**src/rtl/alarm_cd_pkg.sv**
```systemverilog
package alarm_cd_pkg;
  parameter int SEC_W = 6;
  parameter int MIN_W = 6;
  parameter int HR_W  = 5;
  parameter int DAY_W = 8;

  parameter int SEC_LSB = 0;
  parameter int MIN_LSB = 8;
  parameter int HR_LSB  = 16;
  parameter int DAY_LSB = 21;

  parameter int SEC_MAX = 59;
  parameter int MIN_MAX = 59;
  parameter int HR_MAX  = 23;

  parameter int OFF_IVL  = 'h0C;
  parameter int OFF_EN   = 'h14;
  parameter int OFF_IE   = 'h18;
  parameter int OFF_STAT = 'h1C;
  parameter int EN_BIT   = 8;
  parameter int IE_BIT   = 0;
  parameter int PEND_BIT = 0;

  typedef struct packed {
    logic [DAY_W-1:0] day;
    logic [HR_W-1:0]  hr;
    logic [MIN_W-1:0] min;
    logic [SEC_W-1:0] sec;
  } ivl_t;

  function automatic logic [31:0] ivl_to_word(ivl_t v);
    logic [31:0] w;
    w = '0;
    w[SEC_LSB +: SEC_W] = v.sec;
    w[MIN_LSB +: MIN_W] = v.min;
    w[HR_LSB  +: HR_W]  = v.hr;
    w[DAY_LSB +: DAY_W] = v.day;
    return w;
  endfunction

  function automatic ivl_t word_to_ivl(logic [31:0] w);
    ivl_t v;
    v.sec = w[SEC_LSB +: SEC_W];
    v.min = w[MIN_LSB +: MIN_W];
    v.hr  = w[HR_LSB  +: HR_W];
    v.day = w[DAY_LSB +: DAY_W];
    return v;
  endfunction
endpackage

```
**src/rtl/alarm_cd_counter.sv**
```systemverilog
module alarm_cd_counter
  import alarm_cd_pkg::*;
(
  input  logic clk_i,
  input  logic rst_ni,
  input  logic load_i,
  input  ivl_t load_val_i,
  input  logic step_i,
  output ivl_t cnt_o,
  output logic expire_o
);
  ivl_t cnt_q, cnt_dec;
  logic is_zero, is_last;

  assign is_zero = (cnt_q == '0);
  assign is_last = (cnt_q.day == '0) && (cnt_q.hr == '0) &&
                   (cnt_q.min == '0) && (cnt_q.sec == SEC_W'(1));

  always_comb begin
    cnt_dec = cnt_q;
    if (cnt_q.sec != '0) begin
      cnt_dec.sec = cnt_q.sec - SEC_W'(1);
    end else begin
      cnt_dec.sec = SEC_W'(SEC_MAX);
      if (cnt_q.min != '0) begin
        cnt_dec.min = cnt_q.min - MIN_W'(1);
      end else begin
        cnt_dec.min = MIN_W'(MIN_MAX);
        if (cnt_q.hr != '0) begin
          cnt_dec.hr = cnt_q.hr - HR_W'(1);
        end else begin
          cnt_dec.hr  = HR_W'(HR_MAX);
          cnt_dec.day = cnt_q.day - DAY_W'(1);
        end
      end
    end
  end

  always_ff @(posedge clk_i or negedge rst_ni) begin
    if (!rst_ni)                  cnt_q <= '0;
    else if (load_i)              cnt_q <= load_val_i;
    else if (step_i && !is_zero)  cnt_q <= cnt_dec;
  end

  // load takes priority over a coincident final tick
  assign expire_o = step_i && is_last && !load_i;
  assign cnt_o    = cnt_q;
endmodule

```
**src/rtl/alarm_cd_regs.sv**
```systemverilog
module alarm_cd_regs
  import alarm_cd_pkg::*;
#(
  parameter int ADDR_W = 8
) (
  input  logic              clk_i,
  input  logic              rst_ni,
  input  logic              we_i,
  input  logic [ADDR_W-1:0] addr_i,
  input  logic [31:0]       wdata_i,
  input  ivl_t              cnt_i,
  input  logic              expire_i,
  output logic              en_o,
  output logic              ie_o,
  output logic              pend_o,
  output logic              load_o,
  output ivl_t              load_val_o,
  output logic [31:0]       rdata_o
);
  localparam logic [ADDR_W-1:0] A_IVL  = ADDR_W'(OFF_IVL);
  localparam logic [ADDR_W-1:0] A_EN   = ADDR_W'(OFF_EN);
  localparam logic [ADDR_W-1:0] A_IE   = ADDR_W'(OFF_IE);
  localparam logic [ADDR_W-1:0] A_STAT = ADDR_W'(OFF_STAT);

  logic en_q, ie_q, pend_q, clr;

  assign load_o     = we_i && (addr_i == A_IVL);
  assign load_val_o = word_to_ivl(wdata_i);
  assign clr        = we_i && (addr_i == A_STAT) && wdata_i[PEND_BIT];

  always_ff @(posedge clk_i or negedge rst_ni) begin
    if (!rst_ni) begin
      en_q   <= 1'b0;
      ie_q   <= 1'b0;
      pend_q <= 1'b0;
    end else begin
      if (we_i && addr_i == A_EN) en_q <= wdata_i[EN_BIT];
      if (we_i && addr_i == A_IE) ie_q <= wdata_i[IE_BIT];
      // a new event wins over a simultaneous clear
      if (expire_i)  pend_q <= 1'b1;
      else if (clr)  pend_q <= 1'b0;
    end
  end

  always_comb begin
    rdata_o = '0;
    case (addr_i)
      A_IVL:  rdata_o = ivl_to_word(cnt_i);
      A_EN:   rdata_o[EN_BIT]   = en_q;
      A_IE:   rdata_o[IE_BIT]   = ie_q;
      A_STAT: rdata_o[PEND_BIT] = pend_q;
      default: rdata_o = '0;
    endcase
  end

  assign en_o   = en_q;
  assign ie_o   = ie_q;
  assign pend_o = pend_q;
endmodule

```
**src/rtl/alarm_cd_top.sv**
```systemverilog
module alarm_cd_top
  import alarm_cd_pkg::*;
#(
  parameter int ADDR_W = 8
) (
  input  logic              clk_i,
  input  logic              rst_ni,
  input  logic              tick_i,
  input  logic              reg_we_i,
  input  logic [ADDR_W-1:0] reg_addr_i,
  input  logic [31:0]       reg_wdata_i,
  output logic [31:0]       reg_rdata_o,
  output logic              irq_o
);
  ivl_t cnt, load_val;
  logic en, ie, pend, load, expire;

  alarm_cd_counter u_cnt (
    .clk_i      (clk_i),
    .rst_ni     (rst_ni),
    .load_i     (load),
    .load_val_i (load_val),
    .step_i     (tick_i && en),
    .cnt_o      (cnt),
    .expire_o   (expire)
  );

  alarm_cd_regs #(.ADDR_W(ADDR_W)) u_regs (
    .clk_i      (clk_i),
    .rst_ni     (rst_ni),
    .we_i       (reg_we_i),
    .addr_i     (reg_addr_i),
    .wdata_i    (reg_wdata_i),
    .cnt_i      (cnt),
    .expire_i   (expire),
    .en_o       (en),
    .ie_o       (ie),
    .pend_o     (pend),
    .load_o     (load),
    .load_val_o (load_val),
    .rdata_o    (reg_rdata_o)
  );

  assign irq_o = pend && ie;
endmodule

```
**config.mk**
```make
export PLATFORM = sky130hd
export DESIGN_NAME = alarm_cd_top
export DESIGN_NICKNAME = d
export VERILOG_FILES = /design/src/rtl/alarm_cd_pkg.sv /design/src/rtl/alarm_cd_counter.sv /design/src/rtl/alarm_cd_regs.sv /design/src/rtl/alarm_cd_top.sv
export SDC_FILE = /design/constraint.sdc
export NUM_CORES = 1
export LEC_CHECK = 0
export BUFFER_PORTS_ARGS = -buffer_cell sky130_fd_sc_hd__buf_2
export CAP_MARGIN = 20
export CELL_PAD_IN_SITES_DETAIL_PLACEMENT = 1
export CELL_PAD_IN_SITES_GLOBAL_PLACEMENT = 1
export CORE_ASPECT_RATIO = 0.7
export CORE_MARGIN = 10
export CORE_UTILIZATION = 36
export DETAILED_ROUTE_END_ITERATION = 16
export PLACE_DENSITY = 0.76
export REMOVE_ABC_BUFFERS = 1
export SLEW_MARGIN = 20
export SYNTH_ARGS = -nofsm -noshare
export SYNTH_HDL_FRONTEND = slang
export SYNTH_SLANG_ARGS = --single-unit
```
**constraint.sdc**
```tcl
create_clock -name clk_i -period 3.5 [get_ports clk_i]
set_input_delay 0.175 -clock clk_i [delete_from_list [all_inputs] [get_ports clk_i]]
set_output_delay 0.175 -clock clk_i [all_outputs]
set_load 0.005 [all_outputs]
```
==> reports/qor.csv <==
stage,metric,value,unit
grt,grt_pass1_vias,2365,
logic_synthesis,synth_top_flop_cell,dfrtp_1,
floorplanning,core,5780,um^2
clocking,cts.clk_slew.worst_paths,0.11,ns
pwr,seqPwrFrac,0.431,
critical_path,critical_path_required,3.64,ns
clocking,numCtsBuffers,3,
layout,fin_cells,398,
route,vias,2193,
route,dr.pass1.iters,4,
clocking,post_cts_resized,0,
grt,antenna_found_initial,0,
grt,gr-max-usage-layer,met2,
pwr,peakVddDrop,0.000157,V
critical_path,path_max_fanout,10,
layout,drive_above_1_share,0.276,
logic_synthesis,synthCells,263,
flow_run,max_cap_viol_count,0,
logic_synthesis,yosysTopAreaCell,dfrtp_1,
floorplanning,die_w,113,um
critical_path,arrival,3.09,ns
floorplanning,die-area,9590,um^2
timing,fmax,0.339,GHz
pwr,switching_share,0.378,
pwr,power.total,1.10,mW
timing,final_hold_viol_count,0,
floorplanning,initial_core_util,0.376,
clocking,insertion_delay,0.29,ns
grt,groute.usage.overall,0.150,
layout,utilization,0.454,
place,hpwl,5.61,mm
route,wirelength,7.29,mm
route,drt_iter0_drc,47,
floorplanning,row_count,23,
grt,grt.met3_usage,0.0464,
logic_synthesis,synth_area_per_cell,8.26,um^2
grt,use_met1,0.192,
clocking,post-cts-setup-buffer-count,0,
logic_synthesis,yosysMostFrequentCell,nand2_1,
place,place_inst,393,
layout,nets,375,
pwr,p_comb_frac,0.323,
logic_synthesis,synth_edf_count,0,
floorplanning,die_h,85.0,um
pwr,switchingPower,417,uW
clocking,htreeDepth,1,
route,drc,0,
timing,setup_viol,0,
critical_path,timing.critical_path.to_type,flip-flop,
timing,holdWs,0.0746,ns
pwr,clkPwrFrac,0.246,
pwr,intPower,686,uW
logic_synthesis,synth_seq_area_share,0.322,
timing,rsz0062_at_grt,false,
logic_synthesis,post_synth_num_cell_types,48,
place,postPlaceCellArea,2540,um^2
layout,stdcell_area,2630,um^2
critical_path,start_kind,flip-flop,
layout,syn_to_final_growth,20.8,%
timing,min_period_over_period,0.843,
logic_synthesis,synth_top_area_share,0.322,
timing,fin_crit,2.95,ns
timing,slew_violations,0,
route,via_per_inst,5.51,
pwr,power_density,420,nW/um^2
clocking,cts-root-buf,clkbuf_8,
timing,fin_skew,0.0128,ns
place,io_buffer_count,62,
run_status,status,"complete, no violations",
clocking,clock_path_buffers,2,
place,place_congestion,0.858,
route,antenna_left,0,
timing,setup_tns,0,ns
place,place_worst_setup_slack,0.612,ns
grt,grtUsageMet2,0.237,
timing,fin_ws,0.550,ns
logic_synthesis,ys_ff_latch,28,
grt,grt_max_degree,29,
logic_synthesis,synth-warning-count,0,
critical_path,path_class,flip-flop to flip-flop,
logic_synthesis,netlist_area,2170,um^2
timing,slew_headroom,0.498,
clocking,clock_sinks,28,
pwr,p_leak,1.19,nW
layout,num_antenna_cells,0,
logic_synthesis,netlist_top_cells_count,"nand2_1, dfrtp_1, and2_1, nor2_1, o21ai_1",
route,routedWlPerCell,18.3,um
floorplanning,ios,77,
grt,gr-total-overflow,0,
timing,worst_slew_pin_slew,0.754,ns
min_path,hp-class,primary input to flip-flop,
grt,grt_pass1_wl,12.2,mm
logic_synthesis,async_flop_share,1.00,
logic_synthesis,synthTopCellsByArea,"dfrtp_1, and2_1, nand2_1",
clocking,tritoncts,yes,
==> cell type report <==
class,count,area [um^2]
inverters,10,37.5
repair buffers,70,373
multi-input cells,211,1350
clock inverters,1,30.0
fillers,726,3160
clock buffers,3,41.3
well taps,75,93.8
flip-flops and latches,28,701
==> power groups by stage <==
stage	logic [mW]	clock network (mW)	registers, mW
floorplan	0.251	0	0.449
global placement	0.338	0	0.478
detailed placement	0.351	0	0.481
CTS	0.355	0.276	0.475
global route	0.402	0.291	0.488
finish	0.357	0.271	0.476
==> registers in the layout, indices dropped and copies added, names as in the netlist <==
register	count
u_regs.pend_o	1
u_regs.en_o	1
u_cnt.cnt_o	25
u_regs.ie_o	1
==> worst max-delay path, cell delays in order, from the launching register on <==
cell       delay (ns)
dfrtp_1          0.49
inv_1            0.14
ha_1             0.22
or3b_4           0.44
or4_1            0.68
a2111oi_2        0.57
xnor2_1          0.18
a21oi_1          0.08
==> routing by layer <==
| layer | vias to the layer above | share of wire |
|---|---|---|
| met5 | - | 0 |
| met4 | 0 | 0.010 |
| met3 | 9 | 0.062 |
| met2 | 50 | 0.45 |
| met1 | 1065 | 0.47 |
| li1 | 1069 | - |
==> logic make-up after synthesis <==
| family | count (synthesis) | synth area share |
|---|---|---|
| other | 1 | 0.00173 |
| buffers and inverters | 30 | 0.0674 |
| AND/OR/NAND/NOR | 125 | 0.325 |
| adder cells (fa/ha/maj) | 7 | 0.0403 |
| XOR/XNOR | 6 | 0.0242 |
| multiplexers | 4 | 0.0201 |
| flip-flops | 28 | 0.322 |
| AO/OA/AOI/OAI | 62 | 0.199 |
==> repair_timing <==
item                                   4_1_cts  5_1_grt
endpoints found under the hold margin       28        0
setup endpoints to repair                    0        0
hold buffers                                 1        0
==> cell usage in the layout, fill, tap and decap left out, types with 2 or more instances in the layout <==
cell type	Yosys	layout
nand4_1	4	4
or3_1	4	4
or4_1	3	3
and2_1	19	19
nand3_1	9	9
buf_2	3	62
conb_1	1	7
nand3b_1	4	4
xnor2_1	6	6
a21o_1	4	4
dfrtp_1	28	28
mux2_2	3	3
a2111oi_2	5	5
inv_1	10	10
a21oi_1	13	13
clkbuf_8	0	3
buf_4	8	7
or4b_1	3	3
nor4_1	11	11
ha_1	7	7
nor3_1	7	7
nor2_1	19	19
nand2_1	30	30
o41ai_1	2	2
a31oi_1	7	7
or2_2	2	2
o21ai_1	14	14
o21ai_0	5	5
a22o_1	2	2
o31ai_1	2	2
nor4_4	2	2
==> final timing paths <==
path | start | end | slack (ns) | depth (start not counted)
hold / removal | reg_wdata_i[10] | u_cnt.cnt_o[8]$_DFFE_PN0P_ | 0.07 | 2
max in group asynchronous | rst_ni | u_cnt.cnt_o[12]$_DFFE_PN0P_ | 2.61 | 2
setup / recovery | u_cnt.cnt_o[0]$_DFFE_PN0P_ | u_cnt.cnt_o[19]$_DFFE_PN0P_ | 0.55 | 7
setup reg to reg | u_cnt.cnt_o[0]$_DFFE_PN0P_ | u_cnt.cnt_o[19]$_DFFE_PN0P_ | 0.55 | 7
hold reg to reg | u_regs.ie_o$_DFFE_PN0P_ | u_regs.ie_o$_DFFE_PN0P_ | 0.55 | 1
min in group asynchronous | rst_ni | u_cnt.cnt_o[8]$_DFFE_PN0P_ | 0.44 | 2
No activity file was read; power rests on OpenSTA's default activity.
